[src/rtl/tmr_irq_pkg.sv]
package tmr_irq_pkg;
   localparam int FLAG_W = 8;
   localparam int CMP_W  = 5;
   // flag bit positions
   localparam int B_CAP0  = 0;
   localparam int B_OVF0  = 1;
   localparam int B_OVF1  = 2;
   localparam int B_CMP0B = 3;   // cmp_hit_i[0] .. [4] map to bits 3..7
   localparam int B_CMP_LO = B_CMP0B;

   typedef enum logic [1:0] {
      MODE_NORMAL = 2'd0,
      MODE_FAST   = 2'd1,
      MODE_PFC    = 2'd2,
      MODE_PFC2   = 2'd3
   } cnt_mode_e;
endpackage

[src/rtl/tmr_ovf_sel.sv]
module tmr_ovf_sel
   import tmr_irq_pkg::*;
(
   input  logic [1:0] mode_i,
   input  logic       wrap_i,
   input  logic       bottom_i,
   output logic       ovf_set_o
);
   cnt_mode_e mode;
   always_comb begin
      mode = cnt_mode_e'(mode_i);
      unique case (mode)
         MODE_NORMAL, MODE_FAST: ovf_set_o = wrap_i;
         default:                ovf_set_o = bottom_i;
      endcase
   end
endmodule

[src/rtl/tmr_wclr_pipe.sv]
module tmr_wclr_pipe #(
   parameter int W      = 8,
   parameter int STAGES = 1
) (
   input  logic         clk,
   input  logic         rst_n,
   input  logic         wr_en_i,
   input  logic [W-1:0] wr_data_i,
   output logic [W-1:0] clr_o
);
   logic [W-1:0] stg [STAGES];

   for (genvar s = 0; s < STAGES; s++) begin : g_stage
      if (s == 0) begin : g_first
         always_ff @(posedge clk) begin
            if (!rst_n)       stg[0] <= '0;
            else if (wr_en_i) stg[0] <= wr_data_i;
            else              stg[0] <= '0;
         end
      end else begin : g_next
         always_ff @(posedge clk) begin
            if (!rst_n) stg[s] <= '0;
            else        stg[s] <= stg[s-1];
         end
      end
   end

   assign clr_o = stg[STAGES-1];
endmodule

[src/rtl/tmr_flag_bit.sv]
module tmr_flag_bit (
   input  logic clk,
   input  logic rst_n,
   input  logic set_i,
   input  logic clr_i,
   output logic q_o
);
   always_ff @(posedge clk) begin
      if (!rst_n)     q_o <= 1'b0;
      else if (set_i) q_o <= 1'b1;   // set has priority
      else if (clr_i) q_o <= 1'b0;
   end
endmodule

[src/rtl/tmr_irq_flags.sv]
module tmr_irq_flags
   import tmr_irq_pkg::*;
#(
   parameter int CLR_SYNC_STAGES = 1
) (
   input  logic              clk,
   input  logic              rst_n,
   input  logic [CMP_W-1:0]  cmp_hit_i,
   input  logic              ovf0_evt_i,
   input  logic              cap0_evt_i,
   input  logic [1:0]        cnt1_mode_i,
   input  logic              cnt1_wrap_i,
   input  logic              cnt1_bottom_i,
   input  logic              wr_en_i,
   input  logic [FLAG_W-1:0] wr_data_i,
   output logic [FLAG_W-1:0] rd_data_o,
   input  logic [FLAG_W-1:0] ack_i,
   input  logic [FLAG_W-1:0] irq_en_i,
   input  logic              gie_i,
   output logic [FLAG_W-1:0] irq_o
);
   localparam int CMP_HI = B_CMP_LO + CMP_W - 1;

   if (CLR_SYNC_STAGES < 1 || CLR_SYNC_STAGES > 4) begin : g_bad_stages
      $error("CLR_SYNC_STAGES must be 1..4");
   end
   if (CMP_HI != FLAG_W - 1) begin : g_bad_layout
      $error("compare bits must fill the top of the flag byte");
   end

   logic              ovf1_set;
   logic [FLAG_W-1:0] set_vec;
   logic [FLAG_W-1:0] clr_pend;
   logic [FLAG_W-1:0] clr_vec;
   logic [FLAG_W-1:0] flags;

   tmr_ovf_sel u_ovf_sel (
      .mode_i    (cnt1_mode_i),
      .wrap_i    (cnt1_wrap_i),
      .bottom_i  (cnt1_bottom_i),
      .ovf_set_o (ovf1_set)
   );

   always_comb begin
      set_vec                 = '0;
      set_vec[CMP_HI:B_CMP_LO] = cmp_hit_i;
      set_vec[B_OVF1]         = ovf1_set;
      set_vec[B_OVF0]         = ovf0_evt_i;
      set_vec[B_CAP0]         = cap0_evt_i;
   end

   tmr_wclr_pipe #(.W(FLAG_W), .STAGES(CLR_SYNC_STAGES)) u_wclr (
      .clk       (clk),
      .rst_n     (rst_n),
      .wr_en_i   (wr_en_i),
      .wr_data_i (wr_data_i),
      .clr_o     (clr_pend)
   );

   assign clr_vec = clr_pend | ack_i;

   for (genvar i = 0; i < FLAG_W; i++) begin : g_flag
      tmr_flag_bit u_bit (
         .clk   (clk),
         .rst_n (rst_n),
         .set_i (set_vec[i]),
         .clr_i (clr_vec[i]),
         .q_o   (flags[i])
      );
   end

   assign rd_data_o = flags;
   assign irq_o     = flags & irq_en_i & {FLAG_W{gie_i}};
endmodule

[config.mk]
export PLATFORM = sky130hd
export DESIGN_NAME = tmr_irq_flags
export DESIGN_NICKNAME = d
export VERILOG_FILES = /design/src/rtl/tmr_irq_pkg.sv /design/src/rtl/tmr_ovf_sel.sv /design/src/rtl/tmr_wclr_pipe.sv /design/src/rtl/tmr_flag_bit.sv /design/src/rtl/tmr_irq_flags.sv
export SDC_FILE = /design/constraint.sdc
export NUM_CORES = 1
export LEC_CHECK = 0
export ABC_AREA = 0
export ABC_CLOCK_PERIOD_IN_PS = 2200
export BUFFER_PORTS_ARGS = -buffer_cell sky130_fd_sc_hd__buf_2
export CAP_MARGIN = 30
export CORE_UTILIZATION = 40
export DETAILED_ROUTE_END_ITERATION = 6
export GPL_ROUTABILITY_DRIVEN = 0
export PLACE_DENSITY = 0.8
export SLEW_MARGIN = 10
export SYNTH_ARGS = -nofsm -noshare
export SYNTH_HDL_FRONTEND = slang
export SYNTH_SLANG_ARGS = --single-unit
[constraint.sdc]
create_clock -name clk -period 2.2 [get_ports clk]
set_input_delay 0.11 -clock clk [delete_from_list [all_inputs] [get_ports clk]]
set_output_delay 0.11 -clock clk [all_outputs]
set_load 0.01 [all_outputs]
== After elaboration in Yosys (flattened, before gate mapping) ==
Memories as Yosys holds them, arrays and structs flattened.
Cells that the tools add are included.

* Register bits: 8
* Bits in writable memories: 8
* Output and inout bits: 16
* Memories: 1

{| class="wikitable"
|+ Memory list
! memory !! depth !! width !! read ports !! clocked after Yosys merged registers in !! write ports !! RTL line !! RTL
|-
| u_wclr.stg || 1 || 8 || 1 || 0 || 1 || tmr_wclr_pipe.sv:11 || <nowiki>logic [W-1:0] stg [STAGES];</nowiki>
|}

* Equal/unequal tests: 1
* Multiplexer cells: 28
* Bitwise logic cells: 3
* Reductions and logical operators: 12

{| class="wikitable"
|+ Operator list
! operator !! count
|-
| $mux 1 || 26
|-
| $and 8x8->8 || 2
|-
| $mux 8 || 2
|-
| $reduce_bool 2->1 || 8
|-
| $reduce_or 8->1 || 2
|-
| $or 8x8->8 || 1
|-
| $eq 2x1->1 const B || 1
|-
| $logic_not 2->1 || 1
|-
| $reduce_or 2->1 || 1
|}

== Depth between registers and ports, before layout ==
Gate-level depths: netlist (run 1).

* Depth after elaboration: 6
* Mapped depth: 2

== By module ==
From an unflattened synthesis (run 1), not the netlist that was laid out.

* Cells, all modules: 58
* Area, all modules: 739.5 um2

{| class="wikitable"
|+ Modules (own cells, without submodules)
! module !! times used !! cells an instance !! area each (um2) !! seq. area each (um2)
|-
| tmr_flag_bit || 8 || 3 || 41.3 || 20.0
|-
| tmr_wclr_pipe || 1 || 17 || 294.0 || 240.2
|-
| tmr_irq_flags || 1 || 16 || 100.1 || 0.0
|-
| tmr_ovf_sel || 1 || 1 || 15.0 || 0.0
|}

== Worst setup path before layout (run 1) ==
No wires, ideal clock.

* Path type: register to register
* Start point: mem u_wclr.stg[0][2]
* End point: reg g_flag[2].u_bit.q_o
* Arrival time: 770 ps
* Slack: 1360 ps
* Cell stages (with the launch flop): 3
* Buffers on the path: 0
* Cells stage by stage: edfxtp_1 > or3b_1 > a21boi_1

* Word-level cells in the longest chain between the ends: 3

{| class="wikitable"
|+ RTL lines
! what !! RTL line !! RTL
|-
| from (decl) || tmr_wclr_pipe.sv:11 ||
|-
| $mem_v2 1x8 || n/a ||
|-
| $or 8x8->8 || tmr_irq_flags.sv:60 || <nowiki>assign clr_vec = clr_pend | ack_i;</nowiki>
|-
| $reduce_bool 2->1 (no line) || n/a ||
|-
| to (signal assigned) || tmr_flag_bit.sv:9 || <nowiki>if (!rst_n) q_o <= 1'b0;</nowiki>
|-
| to (signal assigned) || tmr_flag_bit.sv:10 || <nowiki>else if (set_i) q_o <= 1'b1;</nowiki>
|-
| to (signal assigned) || tmr_flag_bit.sv:11 || <nowiki>else if (clr_i) q_o <= 1'b0;</nowiki>
|-
| to (decl) || tmr_flag_bit.sv:6 || <nowiki>output logic q_o</nowiki>
|}

Every way passes these cells.
A chain may end at the register's enable or synchronous reset.

== Worst setup path after layout (run 1) ==
* Start point: reg g_flag[1].u_bit.q_o
* End point: out irq_o[1]

* Word-level cells in the longest chain between the ends: 2

{| class="wikitable"
|+ RTL lines
! what !! RTL line !! RTL
|-
| from (decl) || tmr_flag_bit.sv:6 ||
|-
| from (signal assigned) || tmr_flag_bit.sv:9 ||
|-
| from (signal assigned) || tmr_flag_bit.sv:10 ||
|-
| from (signal assigned) || tmr_flag_bit.sv:11 ||
|-
| $and 8x8->8 (2 in a row) || tmr_irq_flags.sv:73 || <nowiki>assign irq_o = flags & irq_en_i & {FLAG_W{gie_i}};</nowiki>
|-
| to (decl) || tmr_irq_flags.sv:20 || <nowiki>output logic [FLAG_W-1:0] irq_o</nowiki>
|}

Every way passes these cells.

==> results of run 1 <==
## final timing paths
kind                                     from                               end  slack (ns)  depth (start not counted)
max          g_flag[1].u_bit.q_o$_SDFFE_PN0P_                          irq_o[1]        1.19                          2
min                                ovf0_evt_i  g_flag[1].u_bit.q_o$_SDFFE_PN0P_        0.04                          2
max reg2reg    u_wclr.stg[0][2]$_SDFFCE_PP0P_  g_flag[2].u_bit.q_o$_SDFFE_PN0P_        1.31                          2
min reg2reg    u_wclr.stg[0][2]$_SDFFCE_PP0P_  g_flag[2].u_bit.q_o$_SDFFE_PN0P_        0.51                          2
## registers in the layout, indices dropped and copies added, names as in the netlist
| register | flops |
|---|---|
| g_flag.u_bit.q_o | 8 |
| u_wclr.stg | 8 |
## per-layer routing
metal,up-vias,wire length (um),share of wire [%],GRT usage [%]
met3,2,109,7.7,3.75
met2,31,752,53,32.2
li1,310,-,-,-
met4,0,6,0.42,5.45
met5,-,0,0,0
met1,271,545,39,15.0
## worst max-delay path, cell delays in order (launching register included)
cell and delay, ns:
dfxtp_1 0.36, and3_1 0.15, buf_2 0.12
## stage by stage
stage          total power [mW]  hold WS, ns  utilization [%]  cells
2_1_floorplan             0.390        0.234                -     66
3_3_place_gp              0.425        0.318             60.1    126
3_5_place_dp              0.428        0.324             60.1    126
4_1_cts                   0.577       0.0256             61.5    129
5_1_grt                   0.595       0.0345             61.5    129
6_report                  0.567       0.0361             61.5    129
## cell families after synthesis
family / Yosys count / synth area share (%)
other: 1 / 0.535
AOI/OAI and AO/OA: 8 / 8.57
muxes: 1 / 1.43
DFF: 16 / 57.1
and+or+nand+nor: 24 / 23.0
buffers and inverters: 9 / 9.29
## cells in the mapped netlist
library cell  count  area share, %
a21boi_1          1            1.1
and3_1           16             14
buf_2             1           0.71
buf_4             8            8.6
conb_1            1           0.54
dfxtp_1           8             23
edfxtp_1          8             34
mux2i_1           1            1.4
nor3b_1           7            7.5
o21a_1            7            7.5
or3b_1            1            1.3
## cell type report
class / count / share of cell area (%)
well taps: 16 / 2.06
multi-input cells: 41 / 27.0
flip-flops and latches: 16 / 41.3
clock buffers: 3 / 2.32
repair buffers: 53 / 27.4
## cell usage in the layout (no fill, tap or decap), drive strengths merged
cell | netlist | routed
o21a | 7 | 7
clkbuf | 0 | 3
conb | 1 | 8
and3 | 16 | 16
mux2i | 1 | 1
edfxtp | 8 | 8
or3b | 1 | 1
buf | 9 | 53
nor3b | 7 | 7
a21boi | 1 | 1
dfxtp | 8 | 8
## where the power goes
| part | internal [mW] | total [mW] | switching (mW) |
|---|---|---|---|
| clock | 0.0633 | 0.146 | 0.0827 |
| sequential | 0.333 | 0.341 | 0.00790 |
| combinational | 0.0462 | 0.0799 | 0.0337 |
| total | 0.443 | 0.567 | 0.124 |
==> impl_metrics.csv, run 1 <==
group,metric,value,unit
outcome,status,"finished, violations left",
outcome,violations,"design-rule violations",
route,drt_first_pass_iters,7,
critical_path,crit_type,"flip-flop to primary output",
cts,cts_hold_buf,0,
route,antenna_left,0,
yosys,ys_warn_count,0,
finish,multiInputGateArea,262,um2
finish,syn_to_final_growth,38.4,%
cts,numCtsBuffers,3,
placed_design,place_area,947,um2
cts,cts_resized,0,
route,drc_errors,4,
timing,setup_ws,1.19,ns
critical_path,start_kind,"flip-flop",
min_path,min_path_type,"primary input to flip-flop",
critical_path,cp_max_fo,3,
yosys,ys_seq_area_share,57.1,%
cts,path_clk_slew,0.09,ns
critical_path,cp_data_arrival_time,0.90,ns
floorplanning,coreArea,0.00158,mm2
finish,diodes,0,
run,drv_cap,0,
timing,period_minus_slack,1.01,ns
yosys,synth_area,701,um2
cts,cts.sinks,16,
power,peakVddDrop,0.401,mV
finish,fin_area,970,um2
route,vias,614,
route,initialDrtViolationCount,9,
finish,fillCellCount,156,
timing,period_share,45.9,%
floorplanning,rows,14,
yosys,syn-instance-count,59,
timing,fmaxAchievable,990,MHz
grt,overflow,0,
yosys,avgSynthCellArea,11.9,um2
floorplanning,dieArea,0.00192,mm2
cts,cts_max_level,1,
cts,worstSkewPairLatency,0.27,ns
floorplanning,fp.dieW,43.9,um
route,vias_per_cell,4.76,
grt,grt_usage,15.9,%
timing,setup_viol,0,
yosys,ys_types,11,
timing,maxSlewViolCount,0,
yosys,ys_ff_latch,16,
timing,rsz0062_at_grt,"no",
floorplanning,initial_core_util,44.4,%
cts,clockBufferDepth,2,
finish,final_layout_size_suffix_gt1_share,49.6,%
timing,fin_skew,0.00231,ns
placed_design,dpl_worst_slack,1.32,ns
placed_design,io_buffers,53,
timing,fin_setup_tns,0,ns
floorplanning,io_pins,55,
grt,grt_max_degree,17,
cts,root_buffer,"clkbuf_4",
floorplanning,die_y,43.9,um
power,power_density,585,mW/mm2
grt,grt_first_pass_wirelength,2.17,mm
finish,nets,154,
power,leakagePower,0.536,nW
route,wl,1.41,mm
cts,cts_tree,"built",
critical_path,cp-end-kind,"primary output",
finish,seq_area,400,um2
grt,grt_pass1_vias,589,
route,wire_per_inst,11.0,um
cts,cts_setup_buffers,0,
grt,grt_antenna_before_repair,0,
critical_path,required,2.09,ns
timing,hold_viol,0,
Note: power is estimated with default switching activity, not from simulation.
==> inputs of run 2 (changes only) <==
--- a/config.mk
+++ b/config.mk
@@ -5,14 +5,14 @@
 export SDC_FILE = /design/constraint.sdc
 export NUM_CORES = 1
 export LEC_CHECK = 0
-export ABC_AREA = 0
-export ABC_CLOCK_PERIOD_IN_PS = 2200
+export ABC_AREA = 1
+export ABC_CLOCK_PERIOD_IN_PS = 1100
 export BUFFER_PORTS_ARGS = -buffer_cell sky130_fd_sc_hd__buf_2
 export CAP_MARGIN = 30
-export CORE_UTILIZATION = 40
+export CORE_UTILIZATION = 39
 export DETAILED_ROUTE_END_ITERATION = 6
 export GPL_ROUTABILITY_DRIVEN = 0
-export PLACE_DENSITY = 0.8
+export PLACE_DENSITY = 0.76
 export SLEW_MARGIN = 10
 export SYNTH_ARGS = -nofsm -noshare
 export SYNTH_HDL_FRONTEND = slang
==> constraint.sdc (replaced) <==
create_clock -name clk -period 1.1 [get_ports clk]
set_input_delay 0.055 -clock clk [delete_from_list [all_inputs] [get_ports clk]]
set_output_delay 0.055 -clock clk [all_outputs]
set_load 0.01 [all_outputs]
==> impl_metrics.csv, run 2 <==
group,metric,value,unit
critical_path,crit_type,"flip-flop to primary output",
power,switching_share,23.3,%
critical_path,cp_max_fo,3,
floorplanning,io_pins,55,
timing,setup_ws,0.0905,ns
yosys,yosysMostFrequentCell,"inv_1",
critical_path,cp_data_arrival_time,0.95,ns
timing,maxSlewViolCount,0,
yosys,avgSynthCellArea,7.93,um2
cts,root_buffer,"clkbuf_4",
route,vias_per_cell,4.16,
critical_path,crit_path_cell_trace,"nand2_1 > nor2_1 > buf_2",
yosys,yosys.area.top_type,"edfxtp_1",
outcome,status,"completed",
timing,fmaxAchievable,991,MHz
route,drt_first_pass_iters,4,
cts,cts.sinks,16,
power,p_int,0.968,mW
critical_path,cp_slowest_stage_delay,0.38,ns
yosys,ys_seq_area_share,52.0,%
finish,reg_top3,"g_flag.u_bit.q_o (8), u_wclr.stg (8)",
finish,fin_cells,182,
timing,period_minus_slack,1.01,ns
floorplanning,dieArea,0.00215,mm2
floorplanning,rows,15,
critical_path,r2r_cells,4,
critical_path,crit_family,"flip-flops",
placed_design,place_inst,174,
timing,hold-worst-slack,0.0115,ns
floorplanning,initial_core_util,43.2,%
yosys,ys_warn_count,0,
floorplanning,die_y,46.4,um
timing,hold_viol,0,
critical_path,required,1.04,ns
min_path,worstHoldPathCells,3,
cts,cts_max_level,1,
yosys,ys_types,9,
grt,overflow,0,
route,antenna_left,0,
route,vias,757,
cts,numCtsBuffers,3,
route,wire_per_inst,9.07,um
power,combinationalPowerShare,14.9,%
cts,cts_tree,"built",
finish,syn_to_final_growth,44.1,%
floorplanning,fp.dieW,46.4,um
min_path,min_path_type,"primary input to flip-flop",
timing,fin_skew,0.00790,ns
cts,path_clk_slew,0.10,ns
timing,setup_viol,0,
yosys,yosys-top-cells-area,"edfxtp_1 (31%), dfxtp_1 (21%), inv_1 (13%)",
finish,final_cell_mix,"buf_2 (53), inv_1 (26), nor2_1 (19)",
critical_path,cp-end-kind,"primary output",
critical_path,cp_slowest_cell,"dfxtp_1",
yosys,synth_ff_type,"edfxtp_1",
critical_path,cp_num_buf_inv,1,
cts,worstSkewPairLatency,0.29,ns
route,drc_errors,0,
timing,period_share,91.8,%
grt,grt_max_degree,10,
grt,grt_antenna_before_repair,0,
finish,final_util,62.2,%
placed_design,dp_hpwl,1.28,mm
yosys,ys_ff_latch,16,
critical_path,start_kind,"flip-flop",
placed_design,place_area,0.00103,mm2
yosys,syn-instance-count,97,
critical_path,r2r_setup_slack,0.39,ns
finish,fillCellCount,164,
timing,rsz0062_at_grt,"no",
cts,clockBufferDepth,2,
power,p_total,1.26,mW
power,p_sw,0.294,mW
floorplanning,coreArea,0.00178,mm2
power,seq_power_share,54.3,%
yosys,ys_top_cells_by_count,"inv_1 (26), nor2_1 (19), nand2_1 (13)",
timing,fin_setup_tns,0,ns
power,power_density,1140,mW/mm2
yosys,synth_area,769,um2
grt,grt_usage,15.5,%
finish,fin_area,0.00111,mm2
finish,final_common_cell,"buf_2",
critical_path,path_depth,3,
power,peakVddDrop,0.861,mV
finish,nets,197,
grt,grt_first_pass_wirelength,2.27,mm
placed_design,dpl_worst_slack,0.370,ns
yosys,synth_top_area_share,31.2,%
power,p_clk_share,30.8,%
yosys,synth-edff-count,8,
power,leakagePower,0.652,nW
placed_design,io_buffers,53,
route,initialDrtViolationCount,13,
finish,diodes,0,
finish,final_layout_size_suffix_gt1_share,36.3,%
run,drv_cap,0,
grt,grt_pass1_vias,602,
route,wl,1.65,mm
yosys,async_flop_share,0,%
==> run 2: routing by layer <==
layer  up-vias  GRT usage (%)  wire [um]  part of all wire, %
met5         -              0          0                    0
met1       332           12.5        631                   38
met4         0           5.29         18                  1.1
met2        33           31.7        870                   53
li1        390              -          -                    -
met3         2           6.27        129                  7.8
==> run 2: final timing paths <==
path / from / endpoint
setup / recovery: g_flag[7].u_bit.q_o$_SDFFE_PN0P_ / irq_o[7]
hold / removal: cmp_hit_i[0] / g_flag[3].u_bit.q_o$_SDFFE_PN0P_
setup reg to reg: g_flag[2].u_bit.q_o$_SDFFE_PN0P_ / g_flag[2].u_bit.q_o$_SDFFE_PN0P_
hold reg to reg: g_flag[6].u_bit.q_o$_SDFFE_PN0P_ / g_flag[6].u_bit.q_o$_SDFFE_PN0P_
==> run 2: logic make-up (layout without fill, tap and decap cells) <==
family	Yosys count	count (layout)	share of synthesized area, %
compound gates	7	7	4.55
buf+inv	34	87	20.5
flops	16	16	52.0
other cells	1	8	0.487
simple gates	39	39	22.4
==> run 2: layout make-up <==
type | count | area, um2 | share of cell area (%)
well taps | 25 | 31.3 | 2.82
inverters | 26 | 97.6 | 8.80
repair buffers | 57 | 305 | 27.5
flip-flops and latches | 16 | 400 | 36.1
multi-input cells | 54 | 238 | 21.4
clock buffers | 4 | 36.3 | 3.27
==> run 2: power by group through the flow <==
stage / Combinational, mW / Clock (mW) / Sequential (mW)
2_1_floorplan: 0.103 / 0 / 0.695
3_3_place_gp: 0.171 / 0 / 0.697
3_5_place_dp: 0.178 / 0 / 0.699
4_1_cts: 0.187 / 0.395 / 0.685
5_1_grt: 0.216 / 0.422 / 0.689
6_report: 0.189 / 0.389 / 0.685
==> run 2: timing repair <==
item / in CTS / in global routing
resized for setup: 0 / 0
hold endpoints to repair: 3 / 1
setup buffers: 0 / 0
hold buffers: 3 / 1
==> run 2: worst min-delay path: stages <==
cell	delay (ns)
buf_2	0.09
inv_1	0.05
a21oi_1	0.06
==> inputs of run 3 (changes only) <==
--- a/config.mk
+++ b/config.mk
@@ -8,7 +8,7 @@
 export ABC_AREA = 1
 export ABC_CLOCK_PERIOD_IN_PS = 1100
 export BUFFER_PORTS_ARGS = -buffer_cell sky130_fd_sc_hd__buf_2
-export CAP_MARGIN = 30
+export CAP_MARGIN = 40
 export CORE_UTILIZATION = 39
 export DETAILED_ROUTE_END_ITERATION = 6
 export GPL_ROUTABILITY_DRIVEN = 0
==> constraint.sdc (replaced) <==
create_clock -name clk -period 1.1 [get_ports clk]
set_input_delay 0.165 -clock clk [delete_from_list [all_inputs] [get_ports clk]]
set_output_delay 0.165 -clock clk [all_outputs]
set_load 0.01 [all_outputs]
==> impl_metrics.csv, run 3 (synthesis gave the netlist of run 2 again) <==
group,metric,value,unit
outcome,status,"completed",
cts,clockBufferDepth,2,
critical_path,r2r_setup_slack,0.38,ns
critical_path,start_kind,"flip-flop",
placed_design,dp_hpwl,1.27,mm
critical_path,cp_max_fo,2,
critical_path,cp_slowest_cell,"dfxtp_2",
timing,maxSlewViolCount,0,
cts,path_clk_slew,0.10,ns
route,wl,1.61,mm
critical_path,crit_type,"flip-flop to primary output",
timing,fin_skew,0.0104,ns
critical_path,cp_num_buf_inv,1,
timing,period_share,96.7,%
timing,period_minus_slack,1.06,ns
route,drc_errors,0,
cts,numCtsBuffers,3,
floorplanning,io_pins,55,
critical_path,cp-end-kind,"primary output",
min_path,min_path_type,"primary input to flip-flop",
finish,final_util,61.9,%
cts,root_buffer,"clkbuf_4",
cts,cts_tree,"built",
grt,overflow,0,
timing,setup_viol,0,
route,wire_per_inst,8.91,um
floorplanning,dieArea,0.00215,mm2
finish,syn_to_final_growth,43.4,%
route,drt_first_pass_iters,2,
cts,worstSkewPairLatency,0.28,ns
power,power_density,1080,mW/mm2
power,peakVddDrop,0.543,mV
grt,grt_pass1_vias,643,
finish,fin_area,0.00110,mm2
finish,final_layout_size_suffix_gt1_share,46.2,%
run,drv_cap,0,
critical_path,cp_data_arrival_time,0.90,ns
grt,grt_first_pass_wirelength,2.24,mm
timing,rsz0062_at_grt,"yes",
critical_path,crit_family,"flip-flops",
route,vias,735,
floorplanning,rows,15,
critical_path,required,0.94,ns
cts,cts.sinks,16,
cts,cts_max_level,1,
placed_design,io_buffers,53,
timing,fmaxAchievable,940,MHz
finish,final_common_cell,"buf_2",
floorplanning,die_y,46.4,um
grt,grt_max_degree,10,
placed_design,place_area,0.00103,mm2
timing,hold_viol,0,
floorplanning,initial_core_util,43.2,%
floorplanning,coreArea,0.00178,mm2
power,leakagePower,0.647,nW
grt,grt_usage,15.4,%
finish,final_cell_mix,"buf_2 (53), inv_1 (26), nor2_1 (18)",
floorplanning,fp.dieW,46.4,um
grt,grt_antenna_before_repair,0,
route,initialDrtViolationCount,5,
critical_path,crit_path_cell_trace,"nand2_1 > nor2_1 > buf_2",
critical_path,cp_slowest_stage_delay,0.34,ns
finish,reg_top3,"g_flag.u_bit.q_o (8), u_wclr.stg (8)",
finish,nets,196,
route,vias_per_cell,4.06,
finish,diodes,0,
route,antenna_left,0,
-- run 3: final timing paths --
| check | from | end | cells past startpoint |
|---|---|---|---|
| max | g_flag[4].u_bit.q_o$_SDFFE_PN0P_ | irq_o[4] | 3 |
| min | cmp_hit_i[1] | g_flag[4].u_bit.q_o$_SDFFE_PN0P_ | 3 |
| max reg2reg | u_wclr.stg[0][5]$_SDFFCE_PP0P_ | g_flag[5].u_bit.q_o$_SDFFE_PN0P_ | 3 |
| min reg2reg | g_flag[6].u_bit.q_o$_SDFFE_PN0P_ | g_flag[6].u_bit.q_o$_SDFFE_PN0P_ | 2 |
-- run 3: per-layer routing --
metal | share of wire [%] | global-route usage [%] | vias up
li1 | - | - | 388
met1 | 38 | 12.3 | 316
met2 | 53 | 30.6 | 29
met3 | 8.1 | 4.31 | 2
met4 | 1.2 | 10.6 | 0
met5 | 0 | 0 | -
-- run 3: worst min-delay path: stages --
cell     delay, ns
buf_2         0.10
inv_1         0.04
a21oi_1       0.05
-- run 3: metrics by stage --
stage	hold WS, ns	power (mW)	TNS [ns]	cells	setup slack [ns]
floorplan	0.299	0.798	0	104	0.405
global placement	0.407	0.868	0	174	0.261
detailed placement	0.409	0.876	0	174	0.244
CTS	0.108	1.19	0	178	0.00205
global route	0.107	1.26	-0.184	181	-0.0437
finish	0.111	1.20	0	181	0.0367
-- run 3: cell type report --
cell class | instances | area (um2)
repair buffers | 56 | 288
multi-input cells | 54 | 250
clock buffers | 4 | 26.3
well taps | 25 | 31.3
fillers | 169 | 679
inverters | 26 | 97.6
flip-flops and latches | 16 | 410
-- run 3: what timing repair did --
| action | CTS | global route |
|---|---|---|
| resized for setup | 1 | 12 |
| hold buffers | 0 | 0 |
| buffers inserted | 0 | 3 |
| pin swaps | 0 | 4 |
| endpoints found under the setup margin | 1 | 8 |
-- run 3: power by group --
part / internal [mW] / leakage, nW / switching, mW / total [mW]
combinational: 0.0999 / 0.487 / 0.0912 / 0.191
sequential: 0.671 / 0.145 / 0.0185 / 0.689
clock: 0.140 / 0.0150 / 0.175 / 0.315
total: 0.911 / 0.647 / 0.285 / 1.20
